==> config.mk <==
export PLATFORM = sky130hd
export DESIGN_NAME = xbus_abort_ctrl
export DESIGN_NICKNAME = d
export VERILOG_FILES = /design/src/rtl/xbac_pkg.sv /design/src/rtl/xbac_fsm.sv /design/src/rtl/xbac_busdrv.sv /design/src/rtl/xbac_result.sv /design/src/rtl/xbus_abort_ctrl.sv
export SDC_FILE = /design/constraint.sdc
export NUM_CORES = 1
export LEC_CHECK = 0
export BUFFER_PORTS_ARGS = -buffer_cell sky130_fd_sc_hd__buf_4
export CAP_MARGIN = 10
export CORE_UTILIZATION = 51
export CTS_BUF_LIST = sky130_fd_sc_hd__clkbuf_16
export DETAILED_ROUTE_END_ITERATION = 8
export GPL_ROUTABILITY_DRIVEN = 0
export GPL_TIMING_DRIVEN = 0
export PLACE_DENSITY = 0.87
export RECOVER_POWER = 50
export REMOVE_ABC_BUFFERS = 1
export SLEW_MARGIN = 40
export SYNTH_ARGS = -nofsm -noshare
export SYNTH_HDL_FRONTEND = slang
export SYNTH_SLANG_ARGS = --single-unit
==> constraint.sdc <==
create_clock -name clk -period 2.43 [get_ports clk]
set_input_delay 0.243 -clock clk [delete_from_list [all_inputs] [get_ports clk]]
set_output_delay 0.243 -clock clk [all_outputs]
set_load 0.02 [all_outputs]
==> src/rtl/xbac_pkg.sv <==
package xbac_pkg;

    typedef enum logic [2:0] {
        K_READ      = 3'd0,
        K_WR_DIRECT = 3'd1,
        K_WR_POSTED = 3'd2,
        K_DESC_L1   = 3'd3,
        K_DESC_L2   = 3'd4,
        K_LOCKED    = 3'd5,
        K_FILL      = 3'd6
    } acc_kind_e;

    typedef enum logic [1:0] {
        AB_NONE   = 2'd0,
        AB_DATA   = 2'd1,
        AB_DESC   = 2'd2,
        AB_IFETCH = 2'd3
    } abort_code_e;

    typedef enum logic [1:0] {
        ST_IDLE,
        ST_SINGLE,
        ST_LOCKW,
        ST_FILL
    } ctl_state_e;

    function automatic logic kind_writes(acc_kind_e k);
        return (k == K_WR_DIRECT) || (k == K_WR_POSTED);
    endfunction

    function automatic logic kind_abortable(acc_kind_e k);
        return k != K_WR_POSTED;
    endfunction

    function automatic abort_code_e code_for(acc_kind_e k, logic ifetch);
        if (k == K_DESC_L1 || k == K_DESC_L2)
            return AB_DESC;
        else if (ifetch && (k == K_READ || k == K_FILL))
            return AB_IFETCH;
        else
            return AB_DATA;
    endfunction

endpackage

==> src/rtl/xbac_fsm.sv <==
module xbac_fsm
    import xbac_pkg::*;
#(
    parameter int LINE_WORDS = 4,
    localparam int IW = $clog2(LINE_WORDS)
) (
    input  logic          clk,
    input  logic          rst,
    input  logic          req_fire,
    input  acc_kind_e     req_kind,
    input  logic          bus_ack,
    input  logic          bus_err,
    output ctl_state_e    state_q,
    output acc_kind_e     kind_q,
    output logic [IW-1:0] beat_q,
    output logic          fin_ok,
    output logic          fin_abort,
    output logic          fin_inval,
    output logic          cap_data
);

    ctl_state_e    state_d;
    logic [IW-1:0] beat_d;
    logic          last_beat;

    assign last_beat = (beat_q == IW'(LINE_WORDS - 1));

    always_comb begin
        state_d   = state_q;
        beat_d    = beat_q;
        fin_ok    = 1'b0;
        fin_abort = 1'b0;
        fin_inval = 1'b0;
        cap_data  = 1'b0;
        unique case (state_q)
            ST_IDLE: begin
                if (req_fire) begin
                    state_d = (req_kind == K_FILL) ? ST_FILL : ST_SINGLE;
                    beat_d  = '0;
                end
            end
            ST_SINGLE: begin
                if (bus_err) begin
                    state_d   = ST_IDLE;
                    fin_abort = kind_abortable(kind_q);
                    fin_ok    = !kind_abortable(kind_q);
                end else if (bus_ack) begin
                    cap_data = !kind_writes(kind_q);
                    if (kind_q == K_LOCKED) begin
                        state_d = ST_LOCKW;
                    end else begin
                        state_d = ST_IDLE;
                        fin_ok  = 1'b1;
                    end
                end
            end
            ST_LOCKW: begin
                if (bus_err) begin
                    state_d   = ST_IDLE;
                    fin_abort = 1'b1;
                end else if (bus_ack) begin
                    state_d = ST_IDLE;
                    fin_ok  = 1'b1;
                end
            end
            ST_FILL: begin
                if (bus_err) begin
                    state_d   = ST_IDLE;
                    fin_inval = 1'b1;
                    fin_abort = (beat_q == '0);
                    fin_ok    = (beat_q != '0);
                end else if (bus_ack) begin
                    cap_data = (beat_q == '0);
                    if (last_beat) begin
                        state_d = ST_IDLE;
                        fin_ok  = 1'b1;
                    end else begin
                        beat_d = beat_q + IW'(1);
                    end
                end
            end
            default: state_d = ST_IDLE;
        endcase
    end

    always_ff @(posedge clk) begin
        if (rst) begin
            state_q <= ST_IDLE;
            kind_q  <= K_READ;
            beat_q  <= '0;
        end else begin
            state_q <= state_d;
            beat_q  <= beat_d;
            if (req_fire)
                kind_q <= req_kind;
        end
    end

endmodule

==> src/rtl/xbac_busdrv.sv <==
module xbac_busdrv
    import xbac_pkg::*;
#(
    parameter int AW = 32,
    parameter int DW = 32,
    parameter int LINE_WORDS = 4,
    localparam int IW = $clog2(LINE_WORDS)
) (
    input  ctl_state_e    state_q,
    input  acc_kind_e     kind_q,
    input  logic [AW-1:0] addr_q,
    input  logic [DW-1:0] wdata_q,
    input  logic [IW-1:0] beat_q,
    input  logic          bus_ack,
    input  logic          bus_err,
    input  logic [DW-1:0] bus_rdata,
    output logic          bus_valid,
    output logic          bus_write,
    output logic          bus_lock,
    output logic [AW-1:0] bus_addr,
    output logic [DW-1:0] bus_wdata,
    output logic          fill_we,
    output logic [IW-1:0] fill_idx,
    output logic [DW-1:0] fill_data
);

    logic in_fill;

    assign in_fill   = (state_q == ST_FILL);
    assign bus_valid = (state_q != ST_IDLE);
    assign bus_lock  = bus_valid && (kind_q == K_LOCKED);
    assign bus_write = (state_q == ST_LOCKW) ||
                       ((state_q == ST_SINGLE) && kind_writes(kind_q));

    // Wrapped word index: critical word first, then onward modulo the line size.
    assign fill_idx  = addr_q[IW-1:0] + beat_q;
    assign bus_addr  = in_fill ? {addr_q[AW-1:IW], fill_idx} : addr_q;
    assign bus_wdata = bus_write ? wdata_q : '0;

    assign fill_we   = in_fill && bus_ack && !bus_err;
    assign fill_data = bus_rdata;

endmodule

==> src/rtl/xbac_result.sv <==
module xbac_result
    import xbac_pkg::*;
#(
    parameter int DW = 32
) (
    input  logic          clk,
    input  logic          rst,
    input  logic          fin_ok,
    input  logic          fin_abort,
    input  logic          fin_inval,
    input  logic          cap_data,
    input  logic [DW-1:0] bus_rdata,
    input  acc_kind_e     kind_q,
    input  logic          ifetch_q,
    output logic          rsp_done,
    output logic          rsp_abort,
    output logic [1:0]    rsp_code,
    output logic [DW-1:0] rsp_rdata,
    output logic          line_inval
);

    always_ff @(posedge clk) begin
        if (rst) begin
            rsp_done   <= 1'b0;
            rsp_abort  <= 1'b0;
            rsp_code   <= AB_NONE;
            rsp_rdata  <= '0;
            line_inval <= 1'b0;
        end else begin
            rsp_done   <= fin_ok;
            rsp_abort  <= fin_abort;
            line_inval <= fin_inval;
            rsp_code   <= fin_abort ? code_for(kind_q, ifetch_q) : AB_NONE;
            if (cap_data)
                rsp_rdata <= bus_rdata;
        end
    end

endmodule

==> src/rtl/xbus_abort_ctrl.sv <==
module xbus_abort_ctrl
    import xbac_pkg::*;
#(
    parameter int AW = 32,
    parameter int DW = 32,
    parameter int LINE_WORDS = 4,
    localparam int IW = $clog2(LINE_WORDS)
) (
    input  logic          clk,
    input  logic          rst,
    input  logic          req_valid,
    input  logic [2:0]    req_kind,
    input  logic          req_ifetch,
    input  logic [AW-1:0] req_addr,
    input  logic [DW-1:0] req_wdata,
    output logic          req_ready,
    output logic          rsp_done,
    output logic          rsp_abort,
    output logic [1:0]    rsp_code,
    output logic [DW-1:0] rsp_rdata,
    output logic          bus_valid,
    output logic          bus_write,
    output logic          bus_lock,
    output logic [AW-1:0] bus_addr,
    output logic [DW-1:0] bus_wdata,
    input  logic [DW-1:0] bus_rdata,
    input  logic          bus_ack,
    input  logic          bus_err,
    output logic          fill_we,
    output logic [IW-1:0] fill_idx,
    output logic [DW-1:0] fill_data,
    output logic          line_inval
);

    ctl_state_e    state_q;
    acc_kind_e     kind_q;
    logic [IW-1:0] beat_q;
    logic          fin_ok, fin_abort, fin_inval, cap_data;
    logic          req_fire;
    logic [AW-1:0] addr_q;
    logic [DW-1:0] wdata_q;
    logic          ifetch_q;

    assign req_ready = (state_q == ST_IDLE);
    assign req_fire  = req_valid && req_ready;

    always_ff @(posedge clk) begin
        if (rst) begin
            addr_q   <= '0;
            wdata_q  <= '0;
            ifetch_q <= 1'b0;
        end else if (req_fire) begin
            addr_q   <= req_addr;
            wdata_q  <= req_wdata;
            ifetch_q <= req_ifetch;
        end
    end

    xbac_fsm #(.LINE_WORDS(LINE_WORDS)) u_fsm (
        .clk       (clk),
        .rst       (rst),
        .req_fire  (req_fire),
        .req_kind  (acc_kind_e'(req_kind)),
        .bus_ack   (bus_ack),
        .bus_err   (bus_err),
        .state_q   (state_q),
        .kind_q    (kind_q),
        .beat_q    (beat_q),
        .fin_ok    (fin_ok),
        .fin_abort (fin_abort),
        .fin_inval (fin_inval),
        .cap_data  (cap_data)
    );

    xbac_busdrv #(.AW(AW), .DW(DW), .LINE_WORDS(LINE_WORDS)) u_busdrv (
        .state_q   (state_q),
        .kind_q    (kind_q),
        .addr_q    (addr_q),
        .wdata_q   (wdata_q),
        .beat_q    (beat_q),
        .bus_ack   (bus_ack),
        .bus_err   (bus_err),
        .bus_rdata (bus_rdata),
        .bus_valid (bus_valid),
        .bus_write (bus_write),
        .bus_lock  (bus_lock),
        .bus_addr  (bus_addr),
        .bus_wdata (bus_wdata),
        .fill_we   (fill_we),
        .fill_idx  (fill_idx),
        .fill_data (fill_data)
    );

    xbac_result #(.DW(DW)) u_result (
        .clk        (clk),
        .rst        (rst),
        .fin_ok     (fin_ok),
        .fin_abort  (fin_abort),
        .fin_inval  (fin_inval),
        .cap_data   (cap_data),
        .bus_rdata  (bus_rdata),
        .kind_q     (kind_q),
        .ifetch_q   (ifetch_q),
        .rsp_done   (rsp_done),
        .rsp_abort  (rsp_abort),
        .rsp_code   (rsp_code),
        .rsp_rdata  (rsp_rdata),
        .line_inval (line_inval)
    );

endmodule

# After elaboration in Yosys (flattened, before gate mapping)
# Index checks and enable logic that the tools add are counted.
[classes]
eq_ne = 20
reduce_logical = 24
n_mux = 38
addsub = 2
bitwise_logic = 2
[ops]
columns = ["cell", "n"]
rows = [
  ["$mux W2", 17],
  ["$mux W32", 1],
  ["$mux W1", 15],
  ["$eq A3 B3 Y1 const B", 4],
  ["$ne A3 B3 Y1 const B", 4],
  ["$reduce_and A5 Y1", 2],
  ["$pmux W2 S4", 1],
  ["$eq A2 B2 Y1 const B", 3],
  ["$eq A3 B2 Y1 const B", 2],
  ["$logic_and A1 B1 Y1", 6],
  ["$ne A2 B2 Y1 const B", 3],
  ["$pmux W1 S3", 2],
  ["$reduce_bool A2 Y1", 3],
  ["$logic_not A2 Y1", 2],
  ["$logic_or A1 B1 Y1", 4],
  ["$pmux W2 S2", 1],
  ["$reduce_or A2 Y1", 2],
  ["$eq A3 B1 Y1 const B", 1],
  ["$logic_not A1 Y1", 3],
  ["$logic_not A3 Y1", 1],
  ["$ne A3 B2 Y1 const B", 1],
  ["$reduce_or A3 Y1", 1],
  ["$add A2 B1 Y2 const B", 1],
  ["$add A2 B2 Y2", 1],
  ["4 further kinds", 5],
]
[totals]
regBits = 109
inputBits = 105
wordCells = 98
out_inout_bits = 140

# Logic depth before layout (Yosys ltp)
[logic_depth]
ltp_word = 6
depth_mapped = 8
mapped_depth_nobuf = 5

# Modules after synthesis
# From an unflattened synthesis, not the netlist that was laid out.
[hier_totals]
hier_cells = 577
area_unflattened_um2 = 5671.7
[modules_own_cells]
columns = ["module", "instances", "seq_area_each_um2", "cells_per_inst", "area_each_um2"]
rows = [
  ["xbus_abort_ctrl", 1, 1301.2, 283, 2897.8],
  ["xbac_result", 1, 740.7, 122, 1356.3],
  ["xbac_busdrv", 1, 0.0, 112, 920.9],
  ["xbac_fsm", 1, 140.1, 60, 496.7],
]

# Worst setup path before layout
# No wires, ideal clock.
[synth_path]
kind = "reg-to-reg"
start = "register u_fsm.state_q[1]"
end = "register addr_q[0]"
synth_period_minus_slack_ps = 1674
n_path_buf = 3
path_stages_with_launch = 9
required_time_ps = 2360
setup_ps = 70
slack_ps = 756
arrival_time_ps = 1603
cell_sequence = "dfxtp_1 inv_1 ha_1 and2_1 clkbuf_1 buf_2 buf_2 nand2_1 a21oi_1"
[synth_via]
elab_chain_cells = 2
[synth_lines]
columns = ["element", "line_no", "text"]
rows = [
  ["start: declaration", "xbac_fsm.sv:13", "output ctl_state_e state_q,"],
  ["start signal: assignment", "xbac_fsm.sv:92", "state_q <= state_d;"],
  ["$logic_not A2 Y1", "xbus_abort_ctrl.sv:44", "assign req_ready = (state_q == ST_IDLE);"],
  ["net req_ready", "xbus_abort_ctrl.sv:16", "output logic req_ready,"],
  ["$logic_and A1 B1 Y1", "xbus_abort_ctrl.sv:45", "assign req_fire = req_valid && req_ready;"],
  ["end signal: assignment", "xbus_abort_ctrl.sv:53", "addr_q <= req_addr;"],
  ["end: declaration", "xbus_abort_ctrl.sv:40", "logic [AW-1:0] addr_q;"],
]
# The timed path passes the listed nets, and every way through them passes these cells.
# A chain may end at the register's enable or synchronous reset.

# Worst setup path after layout
[layout_path]
start = "register u_fsm.state_q[1]"
end = "output bus_wdata[17]"
[layout_via]
elab_chain_cells = 4
word_cells_on_any_way = 5
classes_between = "eq/ne (2); mux (1); reduce/logical (2)"
[layout_lines]
columns = ["element", "line_no", "text"]
rows = [
  ["$eq A2 B1 Y1", "xbac_busdrv.sv:33", "((state_q == ST_SINGLE) && kind_writes(kind_q));"],
  ["$logic_and A1 B1 Y1", "xbac_busdrv.sv:33", ""],
  ["$logic_or A1 B1 Y1 (*)", "xbac_busdrv.sv:32", "assign bus_write = (state_q == ST_LOCKW) ||"],
  ["$mux W32 (*)", "xbac_busdrv.sv:38", "assign bus_wdata = bus_write ? wdata_q : '0;"],
  ["end: declaration", "xbus_abort_ctrl.sv:25", "output logic [DW-1:0] bus_wdata,"],
]
# Every way passes the cells marked *; elsewhere a longest branch is shown, timed or not.

==> results.md <==
* Seq cells post-synth at 109
* Port-buffer cells at 244
* Filler cells at 866
* CP Class: reg -> out
* Area grow syn2layout at 26.8%
* WP data required at 2190 ps
* Syn Area/Cell at 8.40 um^2
* Lkg Pwr at 2.65 nW
* Final Skew at 10.1 ps
* DRT Wirelength at 12.9 mm
* Fin nets at 900
* Die width at 103 um
* Overall Global Routing Usage at 0.229
* Clock Root Buffer: clkbuf_16
* Initial antenna violation count at 0
* Drt via density at 4.97
* H-tree level count at 3
* Post-Syn Area at 5230 um^2
* Vias at 4593
* Hold-fix buffers, CTS at 0
* Beginning of the worst hold path: req_wdata[8]
* Critical path peak fanout at 23
* Hold Violations, Final at 0
* YS warnings at 0
* Sinks on Clock Net at 109
* Non-Filler Instances at 925
* Share of cells above drive strength 1 at 0.230
* Clk Latency, worst-skew pair at 340 ps
* Hold Crit Depth at 3
* Initial drt markers at 144
* WL/cell at 13.9 um
* Sequential share of the synthesized area at 0.417
* RSZ-0062 raised after global routing: false
* DR pass1 iterations at 4
* Largest net degree at the start of global routing at 142
* Min Hold Slack at 140 ps
* Worst reg2reg setup slack at 240 ps
* Num rows at 36
* Cell Area, Placed at 6680 um^2
* Design Area, Final at 6640 um^2
* FMAX at 449 MHz
* Placed insts at 905
* Die ar. at 10700 um^2
* CP Launch Type: flop
* Hold Path Sink: wdata_q[8]$_SDFFE_PP0P_
* Wire length of the first global-routing pass at 19.1 mm
* Inserted Diodes at 0
* I/O pins at 245
* Post-DRT Antenna Nets at 0
* Setup ws final at 204 ps
* Clock-pin slew on the worst setup and hold paths at 80 ps
* TritonCTS clock tree: done
* Initial core utilization at 0.530
* Run status: finished, final reports clean
* Clock Path Buffers at 2
* Fin crit share at 0.916
* R2R depth at 6
* Grt ovf at 0
* Setup TNS at 0 ps
* Crit path capture type: output port
* Slew Limit Headroom at 0.405
* Setup slack at placement at -46.9 ps
* Drc violations at 0
* Die H at 103 um
* R2R Path Start: u_fsm.state_q[1]$_SDFFE_PP0P_
* Pwr per Cell Area at 860 nW/um^2
* Setup Viol. Count Final at 0
* Mapped Cells at 623
* Fin crit period at 2230 ps
* Data arrival, critical path at 1980 ps
* Vias in the first global route at 4069
* Pins Over Slew Limit at 0
* Core Region at 9860 um^2
* Yosys cell types at 44
* DPL Wire Length at 9.48 mm
* Max cap viols at 0
* Commonest non-fill, non-tap cell in the layout: buf_4
* Worst-Margin Slew at 892 ps
* IR drop worst, VDD at 0.000398 V
* R2r endpoint: wdata_q[31]$_SDFFE_PP0P_
* Worst Hold Class: in -> reg
* Final Util at 0.673
* Tot Pwr at 5.70 mW
* Number of CTS-inserted buffers at 9
* Most frequent cells in the layout: buf_4 (145), nand2_1 (141), dfxtp_1 (109), clkbuf_1 (103), nand2b_1 (72)
==> sequential cells by signal, indices dropped and copies added (netlist names), 2 cells and up <==
register            cells
u_fsm.state_q           2
wdata_q                32
u_result.rsp_code       2
u_fsm.kind_q            3
addr_q                 32
u_result.rsp_rdata     32
u_fsm.beat_q            2
==> power by group <==
| part | internal (mW) | switching, mW |
|---|---|---|
| Combinational | 0.742 | 1.24 |
| Sequential | 2.05 | 0.150 |
| Clock | 0.824 | 0.702 |
| Total | 3.61 | 2.09 |
==> logic make-up (layout without fill, tap and decap cells) <==
kind of cell	count (synthesis)	in the layout	share of synthesized area
AOI/OAI and AO/OA	90	90	0.100
xor gates and xnor gates	3	3	0.00646
adders and majority gates	8	8	0.0191
buffers and inverters	109	278	0.133
DFF	109	109	0.417
muxes	35	35	0.0674
and+or+nand+nor	269	269	0.256
==> final cells by class <==
class	instances	area, um^2	area share
Inverter	7	26.3	0.00396
Tap cell	133	166	0.0251
Timing Repair Buffer	255	1580	0.238
Sequential cell	109	2180	0.329
Clock inverter	7	86.3	0.0130
Multi-Input combinational cell	405	2370	0.357
Clock buffer	9	225	0.0339
==> synth_stat cells <==
master	n	area share
a211oi_1	5	0.0072
a211oi_4	1	0.0038
a21bo_2	1	0.0019
a21o_1	1	0.0014
a21o_2	1	0.0017
a21oi_1	70	0.067
a221oi_1	1	0.0017
a221oi_2	1	0.0029
a31oi_1	1	0.0012
and2_1	2	0.0024
and4bb_2	1	0.0024
buf_1	5	0.0036
buf_2	10	0.0096
buf_4	62	0.089
buf_6	1	0.0022
buf_8	3	0.0086
clkbuf_1	20	0.014
clkbuf_2	1	0.00096
dfxtp_1	109	0.42
ha_1	8	0.019
inv_1	7	0.0050
mux2_2	2	0.0043
mux2i_1	33	0.063
nand2_1	142	0.10
nand2b_1	72	0.086
nand3b_1	2	0.0029
nand4b_1	1	0.0017
nand4bb_1	1	0.0022
nor2_1	4	0.0029
nor2b_1	36	0.043
nor3_1	1	0.00096
nor3b_1	2	0.0029
o21a_1	1	0.0014
o21ai_0	1	0.00096
o21bai_1	2	0.0029
o221ai_1	1	0.0017
o22ai_1	1	0.0012
o2bb2ai_1	1	0.0017
o32ai_1	1	0.0017
or2_2	2	0.0024
or3b_2	2	0.0033
or4_1	1	0.0014
xnor2_1	2	0.0033
xor2_2	1	0.0031
==> worst max-delay path, cell delays in order, from the launching register on <==
cell,delay (ps)
dfxtp_1,390
inv_1,110
ha_1,290
a31oi_4,380
buf_8,230
nor2b_1,80
buf_4,160
==> timing repair <==
item	CTS	global route
pin swaps	0	1
setup endpoints to repair	9	8
resized for setup	1	0
setup buffers	0	4
hold endpoints to repair	0	0
==> worst max path at each step <==
| stage | from | to | slack [ps] | cells past startpoint |
|---|---|---|---|---|
| 2_1_floorplan | u_fsm.state_q[1]$_SDFFE_PP0P_ | bus_write | -260 | 4 |
| 3_3_place_gp | u_fsm.state_q[1]$_SDFFE_PP0P_ | bus_wdata[6] | -1110 | 5 |
| 3_5_place_dp | u_fsm.state_q[1]$_SDFFE_PP0P_ | u_result.rsp_rdata[27]$_SDFFE_PP0P_ | -50 | 7 |
| 4_1_cts | u_fsm.state_q[1]$_SDFFE_PP0P_ | u_result.rsp_rdata[27]$_SDFFE_PP0P_ | 110 | 7 |
| 5_1_grt | u_fsm.state_q[1]$_SDFFE_PP0P_ | bus_wdata[8] | 90 | 6 |
| 6_report | u_fsm.state_q[1]$_SDFFE_PP0P_ | bus_wdata[17] | 200 | 6 |
==> per-layer routing <==
metal | global-route usage | share of wire | vias up
met1 | 0.264 | 0.40 | 2104
met4 | 0.0867 | 0.025 | 0
li1 | - | - | 2268
met5 | 0 | 0 | -
met3 | 0.0571 | 0.073 | 29
met2 | 0.410 | 0.50 | 192
(Power assumes the default switching activity.)
